### config.mk
export PLATFORM = sky130hd
export DESIGN_NAME = stream_prefetcher
export DESIGN_NICKNAME = d
export VERILOG_FILES = /design/src/rtl/sp_pkg.sv /design/src/rtl/sp_detect.sv /design/src/rtl/sp_out.sv /design/src/rtl/stream_prefetcher.sv
export SDC_FILE = /design/constraint.sdc
export NUM_CORES = 1
export LEC_CHECK = 0
export BUFFER_PORTS_ARGS = -buffer_cell sky130_fd_sc_hd__buf_2
export CORE_MARGIN = 2
export CORE_UTILIZATION = 55
export CTS_CLUSTER_SIZE = 10
export DETAILED_ROUTE_END_ITERATION = 6
export GPL_TIMING_DRIVEN = 1
export HOLD_SLACK_MARGIN = 0.08
export PLACE_DENSITY = 0.79
export SLEW_MARGIN = 25
export SYNTH_ARGS = -nofsm -noshare
export SYNTH_HDL_FRONTEND = slang
export SYNTH_SLANG_ARGS = --single-unit
### constraint.sdc
create_clock -name clk -period 4.5 [get_ports clk]
set_clock_uncertainty 0.05 [all_clocks]
set_input_delay 0.9 -clock clk [delete_from_list [all_inputs] [get_ports clk]]
set_output_delay 0.9 -clock clk [all_outputs]
set_load 0.01 [all_outputs]
### src/rtl/sp_pkg.sv
package sp_pkg;
    localparam int LINE_BYTES_LOG2 = 6;
    localparam int LOOKAHEAD       = 3;

    typedef enum logic [1:0] {
        DIR_NONE = 2'd0,
        DIR_UP   = 2'd1,
        DIR_DOWN = 2'd2
    } dir_e;

    typedef struct packed {
        logic hit;
        dir_e dir;
    } match_t;

    function automatic match_t pick_dir(input logic up_ok, input logic dn_ok);
        match_t m;
        m.hit = up_ok | dn_ok;
        m.dir = up_ok ? DIR_UP : (dn_ok ? DIR_DOWN : DIR_NONE);
        return m;
    endfunction
endpackage

### src/rtl/sp_detect.sv
module sp_detect #(
    parameter int LW   = 26,
    parameter int DIST = sp_pkg::LOOKAHEAD
) (
    input  logic          clk,
    input  logic          rst,
    input  logic          acc_valid,
    input  logic [LW-1:0] acc_line,
    input  logic          asc_only,
    output logic          trig,
    output logic [LW-1:0] tgt
);
    import sp_pkg::*;
    localparam logic [LW-1:0] MAXL = {LW{1'b1}};
    localparam logic [LW-1:0] DSTV = LW'(DIST);

    logic [LW-1:0] prev_line;
    logic          prev_vld;
    logic          same, up_ok, dn_ok;
    match_t        m;

    always_comb begin
        same  = prev_vld && (acc_line == prev_line);
        up_ok = acc_valid && prev_vld && (acc_line == prev_line + 1'b1)
                && (prev_line <= MAXL - DSTV);
        dn_ok = acc_valid && prev_vld && !asc_only && (acc_line == prev_line - 1'b1)
                && (prev_line >= DSTV);
        m     = pick_dir(up_ok, dn_ok);
        trig  = m.hit;
        tgt   = (m.dir == DIR_UP) ? prev_line + DSTV : prev_line - DSTV;
    end

    always_ff @(posedge clk) begin
        if (rst) begin
            prev_vld  <= 1'b0;
            prev_line <= '0;
        end else if (acc_valid && !same) begin
            prev_vld  <= 1'b1;
            prev_line <= acc_line;
        end
    end

    assert_keep_line_R8: assert property (@(posedge clk) disable iff (rst)
        (acc_valid && prev_vld && acc_line == prev_line) |=> $stable(prev_line));
    assert_rise_only_R5: assert property (@(posedge clk) disable iff (rst)
        (asc_only && trig) |-> (tgt > prev_line));
endmodule

### src/rtl/sp_out.sv
module sp_out #(
    parameter int LW = 26
) (
    input  logic          clk,
    input  logic          rst,
    input  logic          trig,
    input  logic [LW-1:0] tgt,
    input  logic          pf_ready,
    output logic          pf_valid,
    output logic [LW-1:0] pf_line
);
    logic [LW-1:0] last_tgt;
    logic          last_vld;
    logic          load;

    assign load = trig && !(last_vld && last_tgt == tgt);

    always_ff @(posedge clk) begin
        if (rst) begin
            pf_valid <= 1'b0;
            pf_line  <= '0;
            last_vld <= 1'b0;
            last_tgt <= '0;
        end else if (load) begin
            pf_valid <= 1'b1;
            pf_line  <= tgt;
            last_vld <= 1'b1;
            last_tgt <= tgt;
        end else if (pf_valid && pf_ready) begin
            pf_valid <= 1'b0;
        end
    end

    assert_hold_R10: assert property (@(posedge clk) disable iff (rst)
        (pf_valid && !pf_ready && !trig) |=> (pf_valid && $stable(pf_line)));
    assert_drop_R10: assert property (@(posedge clk) disable iff (rst)
        (pf_valid && pf_ready && !trig) |=> !pf_valid);
endmodule

### src/rtl/stream_prefetcher.sv
module stream_prefetcher #(
    parameter int ADDR_W   = 32,
    parameter int LINE_OFF = sp_pkg::LINE_BYTES_LOG2,
    parameter int DIST     = sp_pkg::LOOKAHEAD
) (
    input  logic                   clk,
    input  logic                   rst,
    input  logic                   acc_valid,
    input  logic [ADDR_W-1:0]      acc_addr,
    input  logic                   asc_only,
    output logic                   pf_valid,
    input  logic                   pf_ready,
    output logic [ADDR_W-LINE_OFF-1:0] pf_line,
    output logic                   pf_l2
);
    localparam int LW = ADDR_W - LINE_OFF;

    logic [LW-1:0] acc_line;
    logic          trig;
    logic [LW-1:0] tgt;

    assign acc_line = acc_addr[ADDR_W-1:LINE_OFF];

    sp_detect #(.LW(LW), .DIST(DIST)) det_i (
        .clk(clk), .rst(rst), .acc_valid(acc_valid), .acc_line(acc_line),
        .asc_only(asc_only), .trig(trig), .tgt(tgt)
    );

    sp_out #(.LW(LW)) out_i (
        .clk(clk), .rst(rst), .trig(trig), .tgt(tgt), .pf_ready(pf_ready),
        .pf_valid(pf_valid), .pf_line(pf_line)
    );

    assign pf_l2 = pf_valid;
endmodule

Word-level counts from Yosys, hierarchy flattened
Cells that the tools add are included.
{"block": "totals", "ff_bits": 55, "latchBits": 0, "mem_bits_rw": 0, "mem_bits_ro": 0, "input_bits": 37, "output_inout_bits": 28, "wordCells": 37, "n_memories": 0}
{"block": "op_classes", "n_addsub": 4, "n_mul": 0, "div_mod_pow": 0, "n_lt_le_gt_ge": 2, "eq_ne": 5, "shifts": 0, "n_mux": 5, "n_bitwise": 1, "n_reduce_logical": 15}
{"operator": "$eq 26x26->1", "n": 4}
{"operator": "$add 26x1->26 const B", "n": 1}
{"operator": "$add 26x2->26 const B", "n": 1}
{"operator": "$ge 26x2->1 const B", "n": 1}
{"operator": "$le 26x26->1 const B", "n": 1}
{"operator": "$mux 26", "n": 1}
{"operator": "$sub 26x1->26 const B", "n": 1}
{"operator": "$sub 26x2->26 const B", "n": 1}
{"operator": "$logic_and 1x1->1", "n": 11}
{"operator": "$mux 2", "n": 2}
{"operator": "$logic_not 1->1", "n": 3}
{"operator": "$eq 2x1->1 const B", "n": 1}
{"operator": "$mux 1", "n": 2}
{"operator": "$reduce_bool 2->1", "n": 1}
{"operator": "$or 1x1->1", "n": 1}

Depth between registers and ports, before layout
Gate-level depths: netlist of run 1.
{"block": "depth", "depth_word": 13, "depth_mapped": 18, "ltp_nobuf": 13}

Hierarchy
Synthesis of run 1 repeated with hierarchy kept, for this count alone.
{"block": "unflattened", "hier_cells": 597, "hier_area_um2": 4834.6}
{"module": "sp_detect", "instances": 1, "cells_per_inst": 493, "area_each_um2": 3624.7, "seq_area_each_um2": 540.5}
{"module": "sp_out", "instances": 1, "cells_per_inst": 103, "area_each_um2": 1202.4, "seq_area_each_um2": 560.5}
{"module": "stream_prefetcher", "instances": 1, "cells_per_inst": 1, "area_each_um2": 7.5, "seq_area_each_um2": 0.0}

Worst setup path before layout of run 1
OpenSTA, ideal clock, no wires.
{"block": "synth_path", "path_kind": "input to register", "from": "input acc_addr[8]", "to": "register out_i.pf_line[10]", "setup_ns": 0.121, "arrival_time_ns": 4.677, "required_time_ns": 4.329, "setup_slack_ns": -0.348, "stages": 15, "n_path_buf": 4, "cell_sequence": "clkbuf_1 > or3b_2 > nand3_1 > a31oi_1 > or4b_1 > or4_1 > clkbuf_1 > nor2_4 > mux2_2 > a311o_1 > nor4_2 > a41o_1 > buf_6 > buf_12 > mux2_4"}
{"block": "synth_between", "elab_chain_cells": 11, "elab_cells_between_ends": 15, "classes_between": "eq/ne (4); mux (3); bitwise (1); reduce/logical (7)"}
{"element": "start: declaration", "line_no": "stream_prefetcher.sv:9", "text": "input logic [ADDR_W-1:0] acc_addr,"}
{"element": "$eq 26x26->1", "line_no": "sp_detect.sv:26", "text": "dn_ok = acc_valid && prev_vld && !asc_only && (acc_line == prev_line - 1'b1)"}
{"element": "$logic_and 1x1->1", "line_no": "sp_detect.sv:26"}
{"element": "$logic_and 1x1->1", "line_no": "sp_detect.sv:27", "text": "&& (prev_line >= DSTV);"}
{"element": "$mux 2 (2 in series)", "line_no": "sp_pkg.sv:19", "text": "m.dir = up_ok ? DIR_UP : (dn_ok ? DIR_DOWN : DIR_NONE);"}
{"element": "$eq 2x1->1", "line_no": "sp_detect.sv:30", "text": "tgt = (m.dir == DIR_UP) ? prev_line + DSTV : prev_line - DSTV;"}
{"element": "$mux 26", "line_no": "sp_detect.sv:30"}
{"element": "$eq 26x26->1", "line_no": "sp_out.sv:16", "text": "assign load = trig && !(last_vld && last_tgt == tgt);"}
{"element": "$logic_and 1x1->1", "line_no": "sp_out.sv:16"}
{"element": "$logic_not 1->1", "line_no": "sp_out.sv:16"}
{"element": "$logic_and 1x1->1", "line_no": "sp_out.sv:16"}
{"element": "end signal: assignment", "line_no": "sp_out.sv:26", "text": "pf_line <= tgt;"}
{"element": "end: declaration", "line_no": "sp_out.sv:10", "text": "output logic [LW-1:0] pf_line"}
Several ways; a longest one is shown, not always the timed one.
A chain may end at the register's enable or synchronous reset.

Worst setup path after layout of run 1
{"block": "layout_path", "from": "input acc_addr[18]", "to": "register out_i.pf_line[18]"}
Same word-level chain as after synthesis.

==> results of run 1 <==
-- where the power goes --
group          switching, mW  internal, mW
clock network          0.204         0.207
logic                  0.370         0.295
registers             0.0241         0.501
-- path summary, 6_finish.rpt --
kind	slack, ns	endpoint	start
worst min register to register	0.41	out_i.last_vld$_SDFFE_PP0P_	out_i.last_vld$_SDFFE_PP0P_
worst max register to register	0.03	out_i.pf_line[18]$_SDFFE_PP0P_	det_i.prev_line[3]$_SDFFE_PP0P_
worst max-delay path	-0.001	out_i.pf_line[18]$_SDFFE_PP0P_	acc_addr[18]
worst min-delay path	0.41	out_i.last_vld$_SDFFE_PP0P_	out_i.last_vld$_SDFFE_PP0P_
-- cell type report --
| type | count | area (sq um) | area share |
|---|---|---|---|
| Clock inverter | 1 | 5.00 | 0.000594 |
| Sequential cell | 55 | 1130 | 0.134 |
| Clock buffer | 7 | 133 | 0.0157 |
| Inverter | 14 | 52.6 | 0.00624 |
| Tap cell | 143 | 179 | 0.0212 |
| Multi-Input combinational cell | 727 | 5210 | 0.619 |
| Timing Repair Buffer | 235 | 1720 | 0.204 |
-- critical path: stages --
cell     delay (ns)
buf_2          0.12
xnor2_1        0.15
or3_1          0.40
o22ai_1        0.23
a21oi_1        0.16
or3_1          0.41
nor4_4         0.16
buf_6          0.17
mux2i_4        0.24
xor3_2         0.51
nor4_4         0.36
a41o_4         0.36
buf_6          0.19
mux2_4         0.30
-- cells by family after synthesis --
logic type      count (synthesis)  share of synthesized area
xor+xnor                      125                      0.172
flops                          55                      0.170
mux                            67                      0.120
compound gates                136                      0.147
fa+ha+maj                       3                    0.00581
buf+inv                        85                     0.0627
simple gates                  396                      0.322
-- registers in the layout, summed over array words and instances (netlist names) --
register and flops:
det_i.prev_line 26, out_i.pf_line 26, det_i.prev_vld 1, out_i.last_vld 1
out_i.pf_valid 1
-- per-layer routing --
| layer | share of wire | track usage |
|---|---|---|
| met3 | 0.10 | 0.0626 |
| met4 | 0.050 | 0.139 |
| met1 | 0.39 | 0.480 |
| met5 | 0 | 0 |
| met2 | 0.46 | 0.580 |
-- per-stage QoR --
step | hold slack [ns] | std cells | setup slack, ns | util | total power, mW
floorplan | 0.376 | 867 | -0.0260 | - | 0.902
global placement | 0.384 | 1158 | -0.318 | 0.688 | 1.14
detailed placement | 0.402 | 1158 | -0.313 | 0.689 | 1.16
CTS | 0.413 | 1166 | 0.00305 | 0.702 | 1.56
global route | 0.445 | 1182 | -0.0922 | 0.738 | 1.66
finish | 0.413 | 1182 | -0.00149 | 0.738 | 1.60
-- timing repair --
item                       4_1_cts  5_1_grt
setup buffers                    0       13
setup endpoints to repair        6       26
pin swaps                        0       16
gates resized for setup          3       60
gates cloned                     0        3
-- layout by cell type, fill, tap and decap left out, types with 7 or more instances in the layout --
cell type / n
nor4_1: 21
o21ai_0: 29
and4_1: 7
nor2b_1: 33
mux2i_1: 40
inv_1: 14
nor2_1: 118
o211ai_1: 8
buf_6: 7
dfxtp_2: 8
dfxtp_1: 43
nand2b_1: 13
nand4_1: 32
mux2_4: 22
a21oi_1: 27
nor3_1: 18
buf_4: 166
xor2_1: 55
buf_2: 57
nand2_1: 56
xnor2_1: 66
nand3_1: 34
nor3b_1: 8
o2111ai_1: 9
clkbuf_16: 7
==> impl_results.md, run 1 <==
- Number of distinct library cells after synthesis: 75
- RSZ-0062 raised after global routing: true
- Final min period: 4.50 ns
- Clock buffer depth: 2
- P_leak: around 3.5 nW
- Routability congestion estimate: around 1
- # DRC: 0
- Placed inst area: 7870 sq um
- Ys async rst share: 0
- Gr usage total: 0.359
- Overflow after GRT: 0
- Violated checks: negative setup slack
- Largest area contributor in the synthesized netlist: dfxtp_1
- Setup TNS: -0.00304 ns
- Core area: 11,400 sq um
- Router iterations before antenna repair: 6
- Worst-Skew Late Latency: about 0.32 ns
- Synth Cell Area: roughly 6500 sq um
- Vias in the first global route: around 6,800
- PortBufs: slightly below 60
- Die height: 112 um
- Final WL: roughly 25,000 um
- Pwr per Cell Area: around 190 nW/um^2
- Fin. Hold Viols: 0
- NumNets Final: ~1,100
- Max_slew headroom: 0.476
- Top_reg_cell synth: dfxtp_1
- Routed vias/inst: approximately 6.5
- Hold WC Path Type: reg -> reg
- Share of cells above drive strength 1: 0.315
- Post-Synthesis Cells: between 800 and 900
- Worst Path Max Fanout: 6
- Tightest Pin Transition: 0.783 ns
- Max Fclk: between 200 and 250 MHz
- Initial Util: 0.566
- Final period utilization: 1.00
- H-tree levels: 2
- Post-synth top cells: 119 x nor2_1, 68 x xnor2_1, 57 x nand2_1
- Seq/Total Area, Yosys: 0.170
- Most frequent cell after synthesis: nor2_1
- Fillers: approximately 890
- EDFF count, synth: 0
- Die area: 12,600 sq um
- Detail Route Antenna Nets: 0
- Antenna diodes: 0
- Final Instance Area: ~8400 sq um
- I/O pin count: 65
- Status: complete, but fails checks
- First-pass GRT wire length: 35,900 um
- Hold-critical path depth: 2
- Setup crit end kind: register
- R2R cell count: 16
- Data arrival time of the critical path: approximately 4.7 ns
- Worst VDD drop: 0.166 mV
- #FFs+latches synth: 55
- Slew Viols, Final: 0
- Synthesis-to-finish area growth: 30.4%
- Post-DP HPWL: 18,300 um
- Setup ws final: -0.00149 ns
- CTS Hold Bufs: 0
- Number of antenna violations at the first check in global routing: 0
- CTS Sinks: 55
- Setup violators final: 3
- Post-Synthesis Net Count: roughly 910
- Crit path kind: in -> reg
- Num rows: 39
- Mean post-synth cell area: around 7.5 sq um
- Clk root buf: clkbuf_16
- Vias: 7,639
- Largest net degree at the start of global routing: just under 70
- Die X: between 100 and 150 um
- TritonCTS Buffers: 5
- CTS tree: yes
- Synthesis Warnings: 0
- WP data required: approximately 4.7 ns
- Synth top area share: 0.170
- Top cells by area, synth: dfxtp_1 17%, xnor2_1 9.2%, xor2_1 7.6%
- Post-DR wirelength/cell: roughly 21 um
- Max-Cap Viols: 0
- Worst-path clk slew: roughly 0.070 ns
- CP startpoint kind: input port
- Initial DRC count: between 800 and 900
No activity file was read; power rests on OpenSTA's default activity.
==> inputs of run 2 (changes only) <==
--- a/config.mk
+++ b/config.mk
@@ -13,6 +13,7 @@
 export GPL_TIMING_DRIVEN = 1
 export HOLD_SLACK_MARGIN = 0.08
 export PLACE_DENSITY = 0.79
+export SKIP_LAST_GASP = 1
 export SLEW_MARGIN = 25
 export SYNTH_ARGS = -nofsm -noshare
 export SYNTH_HDL_FRONTEND = slang
==> run 2 against run 1 <==
Effect of this change: the run now ends clean; register-to-register slack about the same; clock power is essentially flat; critical path depth decreased by 1; maximum frequency grew 0.68%; clock-buffer cell count did not move; combinational power is 1% lower; critical endpoint is now out_i.pf_line[1]$_SDFFE_PP0P_; largest power group unchanged; highest routed layer unchanged.
==> impl_results.md, run 2 (synthesis gave the netlist of run 1 again) <==
- Status: finished, final reports clean
- Crit path kind: reg -> reg
- NumNets Final: 1,071
- Routability congestion estimate: between 1 and 1.5
- Share of cells above drive strength 1: 0.299
- Setup violators final: 0
- P_leak: 3.42 nW
- First-pass GRT wire length: 35,800 um
- Most frequent cells in the layout: 163 x buf_4, 118 x nor2_1, 65 x xnor2_1, 57 x nand2_1, 57 x buf_2
- Worst-path clk slew: 0.08 ns
- Worst-Skew Late Latency: between 0.3 and 0.4 ns
- CTS Hold Bufs: 0
- Detail Route Antenna Nets: 0
- CTS Sinks: between 50 and 60
- Overflow after GRT: 0
- Final min period: ~4.5 ns
- Tightest Pin Transition: 0.787 ns
- RSZ-0062 raised after global routing: true
- Commonest non-fill, non-tap cell in the layout: buf_4
- Final period utilization: 0.994
- Worst Setup SP: det_i.prev_line[7]$_SDFFE_PP0P_
- PortBufs: 58
- Router iterations before antenna repair: 6
- Data arrival time of the critical path: between 4 and 5 ns
- Post-DP HPWL: 18,300 um
- Synthesis-to-finish area growth: 28.1%
- Initial Util: 0.566
- Largest net degree at the start of global routing: 69
- Setup ws final: between 0.02 and 0.03 ns
- Vias: 7,504
- I/O pin count: 65
- Clk root buf: clkbuf_16
- R2r setup slk: slightly below 0.03 ns
- Max_slew headroom: 0.473
- Clock buffer depth: 2
- Fillers: between 900 and 1,000
- Hold WC Path Type: reg -> reg
- CTS tree: yes
- TritonCTS Buffers: 5
- Pwr per Cell Area: around 190 nW/um^2
- R2R cell count: 13
- Num rows: 39
- Die X: 112 um
- Number of antenna violations at the first check in global routing: 0
- # DRC: 0
- Initial DRC count: between 800 and 900
- Vias in the first global route: just under 7,000
- Routed vias/inst: roughly 6.4
- Die area: ~13,000 sq um
- CP endpoint: out_i.pf_line[1]$_SDFFE_PP0P_
- Worst Path Max Fanout: 7
- Biggest regs: det_i.prev_line (26), out_i.pf_line (26)
- Final WL: approximately 24,000 um
- Final Util: 0.725
- Post-DR wirelength/cell: between 20 and 25 um
- Max-Cap Viols: 0
- WP data required: 4.66 ns
- Setup crit end kind: register
- Slew Viols, Final: 0
- Die height: around 110 um
- Place WS: -0.313 ns
- Max Fclk: between 200 and 250 MHz
- Fin. Hold Viols: 0
- Core area: 11,400 sq um
- Worst VDD drop: roughly 0.16 mV
- RR Endpoint: out_i.pf_line[1]$_SDFFE_PP0P_
- H-tree levels: 2
- CP startpoint kind: register
- Gr usage total: 0.359
- Worst flop-to-flop path startpoint: det_i.prev_line[7]$_SDFFE_PP0P_
- Antenna diodes: 0
run 2: cell types whose count changed in the layout (fill, tap and decap cells not counted), sizes merged:
cell | previous run | this run
buf | 233 | 226
run 2: through the flow:
step | cells | total power [mW] | setup TNS, ns | hold WS (ns) | instance area, sq um
2_1_floorplan | 867 | 0.902 | -0.466 | 0.376 | 6530
3_3_place_gp | 1158 | 1.14 | -7.37 | 0.384 | 7850
3_5_place_dp | 1158 | 1.16 | -7.04 | 0.402 | 7870
4_1_cts | 1166 | 1.56 | -0.00947 | 0.413 | 8010
5_1_grt | 1175 | 1.66 | -1.44 | 0.445 | 8280
6_report | 1175 | 1.59 | 0 | 0.413 | 8280
run 2: worst min path at each step:
| stage | from | endpoint | slack (ns) | depth (start not counted) |
|---|---|---|---|---|
| 6_report | out_i.last_vld$_SDFFE_PP0P_ | out_i.last_vld$_SDFFE_PP0P_ | 0.41 | 2 |
| 2_1_floorplan | out_i.last_vld$_SDFFE_PP0P_ | out_i.last_vld$_SDFFE_PP0P_ | 0.38 | 2 |
| 4_1_cts | out_i.last_vld$_SDFFE_PP0P_ | out_i.last_vld$_SDFFE_PP0P_ | 0.41 | 2 |
| 3_5_place_dp | out_i.last_vld$_SDFFE_PP0P_ | out_i.last_vld$_SDFFE_PP0P_ | 0.40 | 2 |
| 3_3_place_gp | out_i.last_vld$_SDFFE_PP0P_ | out_i.last_vld$_SDFFE_PP0P_ | 0.38 | 2 |
| 5_1_grt | out_i.last_vld$_SDFFE_PP0P_ | out_i.last_vld$_SDFFE_PP0P_ | 0.44 | 2 |
run 2: per-layer routing:
metal  global-route usage  part of all wire  vias up
met3               0.0648              0.11      102
met1                0.479              0.40     3477
met5                    0                 0        -
met4                0.140             0.051        0
li1                     -                 -     3457
met2                0.578              0.45      468
run 2: timing repair:
action                                  4_1_cts  5_1_grt
cloned                                        0        3
setup buffers                                 0        6
resized for setup                             1       40
endpoints found under the setup margin        6       26
pin swaps                                     0       12
run 2: where the power goes:
part / switching (mW) / internal [mW] / leakage (nW)
Combinational: 0.363 / 0.295 / 2.90
Clock: 0.203 / 0.207 / 0.0679
Sequential: 0.0238 / 0.501 / 0.452
Total: 0.590 / 1.00 / 3.42
run 2: critical path, stage by stage (launching register included):
cell and delay, ns:
dfxtp_4 0.37, buf_6 0.11, or4_4 0.53, or3_4 0.34
or4_4 0.58, xor2_1 0.16, a21oi_1 0.14, o2111ai_1 0.13
or4_4 0.50, a22o_1 0.23, nor4_4 0.35, a41o_4 0.36
buf_12 0.16, mux2_2 0.33
run 2: final cells by class:
cell class | instances | area, sq um | share of cell area
clock inverters | 1 | 5.00 | 0.000605
clock buffers | 7 | 133 | 0.0160
well taps | 143 | 179 | 0.0216
repair buffers | 228 | 1640 | 0.199
inverters | 14 | 52.6 | 0.00635
multi-input cells | 727 | 5150 | 0.622
flip-flops and latches | 55 | 1120 | 0.135
==> inputs of run 3 (changes only) <==
--- a/config.mk
+++ b/config.mk
@@ -6,13 +6,16 @@
 export NUM_CORES = 1
 export LEC_CHECK = 0
 export BUFFER_PORTS_ARGS = -buffer_cell sky130_fd_sc_hd__buf_2
+export CELL_PAD_IN_SITES_DETAIL_PLACEMENT = 1
+export CELL_PAD_IN_SITES_GLOBAL_PLACEMENT = 1
 export CORE_MARGIN = 2
-export CORE_UTILIZATION = 55
+export CORE_UTILIZATION = 41
 export CTS_CLUSTER_SIZE = 10
 export DETAILED_ROUTE_END_ITERATION = 6
 export GPL_TIMING_DRIVEN = 1
 export HOLD_SLACK_MARGIN = 0.08
-export PLACE_DENSITY = 0.79
+export PLACE_DENSITY = 0.8
+export SKIP_CTS_REPAIR_TIMING = 1
 export SKIP_LAST_GASP = 1
 export SLEW_MARGIN = 25
 export SYNTH_ARGS = -nofsm -noshare
==> run 3 against run 2 <==
Effect of this change: the flow now finishes with violations (negative setup slack); cell count is 6.6% higher; sequential power hardly changed; maximum frequency decreased by 1.6%; sequential share of layout area fell by 0.30 points; largest power group unchanged; non-clock buffer count is 10 higher; via count grew 3.2%; flip-flop and latch count is the same; die area increased by 33%.
==> impl_results.md, run 3 (synthesis gave the netlist of run 1 again) <==
- Status: complete, but fails checks
- Violated checks: negative setup slack
- Placed inst area: around 8000 sq um
- Final WL: between 20,000 and 30,000 um
- Gr usage total: 0.325
- Vias in the first global route: a little under 8,000
- Placed cells: about 1,200
- Die height: roughly 130 um
- Core area: approximately 15,000 sq um
- Die area: between 15,000 and 20,000 sq um
- Worst path top cell family by delay: simple AND/OR/NAND/NOR gates
- Routed vias/inst: approximately 6.2
- Critical path's largest stage delay: around 0.46 ns
- WP buf/inv: 5
- H-tree levels: 2
- I/O pin count: between 60 and 70
- Commonest non-fill, non-tap cell in the layout: buf_4
- Max_slew headroom: 0.445
- Share of cells above drive strength 1: 0.310
- Initial DRC count: around 800
- CTS tree: yes
- # DRC: 0
- TritonCTS Buffers: 5
- PortBufs: 58
- Initial Util: 0.422
- Worst path cell trace: buf_4 > nand4_1 > buf_4 > nor3_4 > buf_4 > and3_1 > o22ai_1 > or3_1 > nor4_4 > buf_4 > mux2i_2 > xor3_1 > nor4_4 > a41o_4 > buf_6 > mux2_4
- Worst-Skew Late Latency: between 0.3 and 0.4 ns
- Max-Cap Viols: 0
- Vias: around 7,700
- Setup violators final: 24
- Worst-path clk slew: roughly 0.08 ns
- First-pass GRT wire length: 41,800 um
- Most frequent cells in the layout: 172 x buf_4, 118 x nor2_1, 63 x xnor2_1, 58 x buf_2, 57 x nand2_1
- Hold WC Path Type: reg -> reg
- Most common cell on crit path: buf_4
- Antenna diodes: 0
- Tightest Pin Transition: approximately 0.83 ns
- Final min period: 4.54 ns
- WP data required: approximately 4.7 ns
- Final Power: around 1.6 mW
- Overflow after GRT: 0
- Largest net degree at the start of global routing: 46
- Worst VDD drop: roughly 0.14 mV
- Router iterations before antenna repair: 6
- P_leak: between 3 and 4 nW
- Fillers: ~2,000
- Crit path kind: reg -> reg
- Clk root buf: clkbuf_16
- Slew Viols, Final: 0
- Detail Route Antenna Nets: 0
- Post-DR wirelength/cell: roughly 23 um
- Setup crit end kind: register
- Num rows: 45
- Biggest regs: det_i.prev_line (26), out_i.pf_line (26)
- Routability congestion estimate: 0.987
- Critical Path Slowest Stage Cell: or3_1
- Die X: about 130 um
- Clock buffer depth: 2
- Final period utilization: 1.01
- Worst Path Max Fanout: 6
- Setup TNS: -0.653 ns
- Final Instance Area: 8480 sq um
- Post-DP HPWL: roughly 22,000 um
- Synthesis-to-finish area growth: 31.2%
- Pwr per Cell Area: 195 nW/um^2
- Max Fclk: 220 MHz
- Final non-filler cell total: approximately 1,300
- Data arrival time of the critical path: roughly 4.7 ns
- Fin. Hold Viols: 0
- Number of antenna violations at the first check in global routing: 0
- CTS Sinks: 55
- NumNets Final: roughly 1,100
- Setup ws final: -0.0436 ns
- CP startpoint kind: register
-- run 3: worst paths after layout --
check,slack [ns],end,depth (start not counted),startpoint
setup / recovery,-0.04,out_i.pf_line[6]$_SDFFE_PP0P_,16,det_i.prev_line[16]$_SDFFE_PP0P_
hold / removal,0.41,out_i.last_vld$_SDFFE_PP0P_,2,out_i.last_vld$_SDFFE_PP0P_
setup reg to reg,-0.04,out_i.pf_line[6]$_SDFFE_PP0P_,16,det_i.prev_line[16]$_SDFFE_PP0P_
hold reg to reg,0.41,out_i.last_vld$_SDFFE_PP0P_,2,out_i.last_vld$_SDFFE_PP0P_
-- run 3: report_power, final --
part | total [mW] | switching [mW] | internal [mW] | leakage [nW]
Combinational | 0.693 | 0.394 | 0.298 | 2.99
Sequential | 0.527 | 0.0260 | 0.501 | 0.452
Clock | 0.430 | 0.211 | 0.219 | 0.0727
Total | 1.65 | 0.632 | 1.02 | 3.51
-- run 3: layer usage --
layer | up-vias | track usage | wire length, um
li1 | 3460 | - | -
met1 | 3799 | 0.403 | 11900
met2 | 381 | 0.543 | 13600
met3 | 104 | 0.0566 | 2090
met4 | 0 | 0.163 | 1450
met5 | - | 0 | 0
-- run 3: cell type report --
type,count,area [sq um],share of cell area
flip-flops and latches,55,1120,0.132
multi-input cells,727,5160,0.609
inverters,14,52.6,0.00620
repair buffers,238,1730,0.205
clock inverters,1,5.00,0.000590
clock buffers,6,139,0.0164
well taps,211,264,0.0311
-- run 3: tightest hold or removal path, stage by stage, from the launching register on --
cell and delay, ns:
dfxtp_1 0.31, inv_1 0.05, a21oi_1 0.05
-- run 3: metrics by stage --
step	util	setup WS [ns]	hold slack, ns
after floorplan	-	-0.0260	0.376
after global placement	0.524	-0.372	0.387
after detailed placement	0.524	-0.399	0.397
after CTS	0.534	-0.114	0.407
after global routing	0.554	-0.172	0.467
final	0.554	-0.0436	0.406
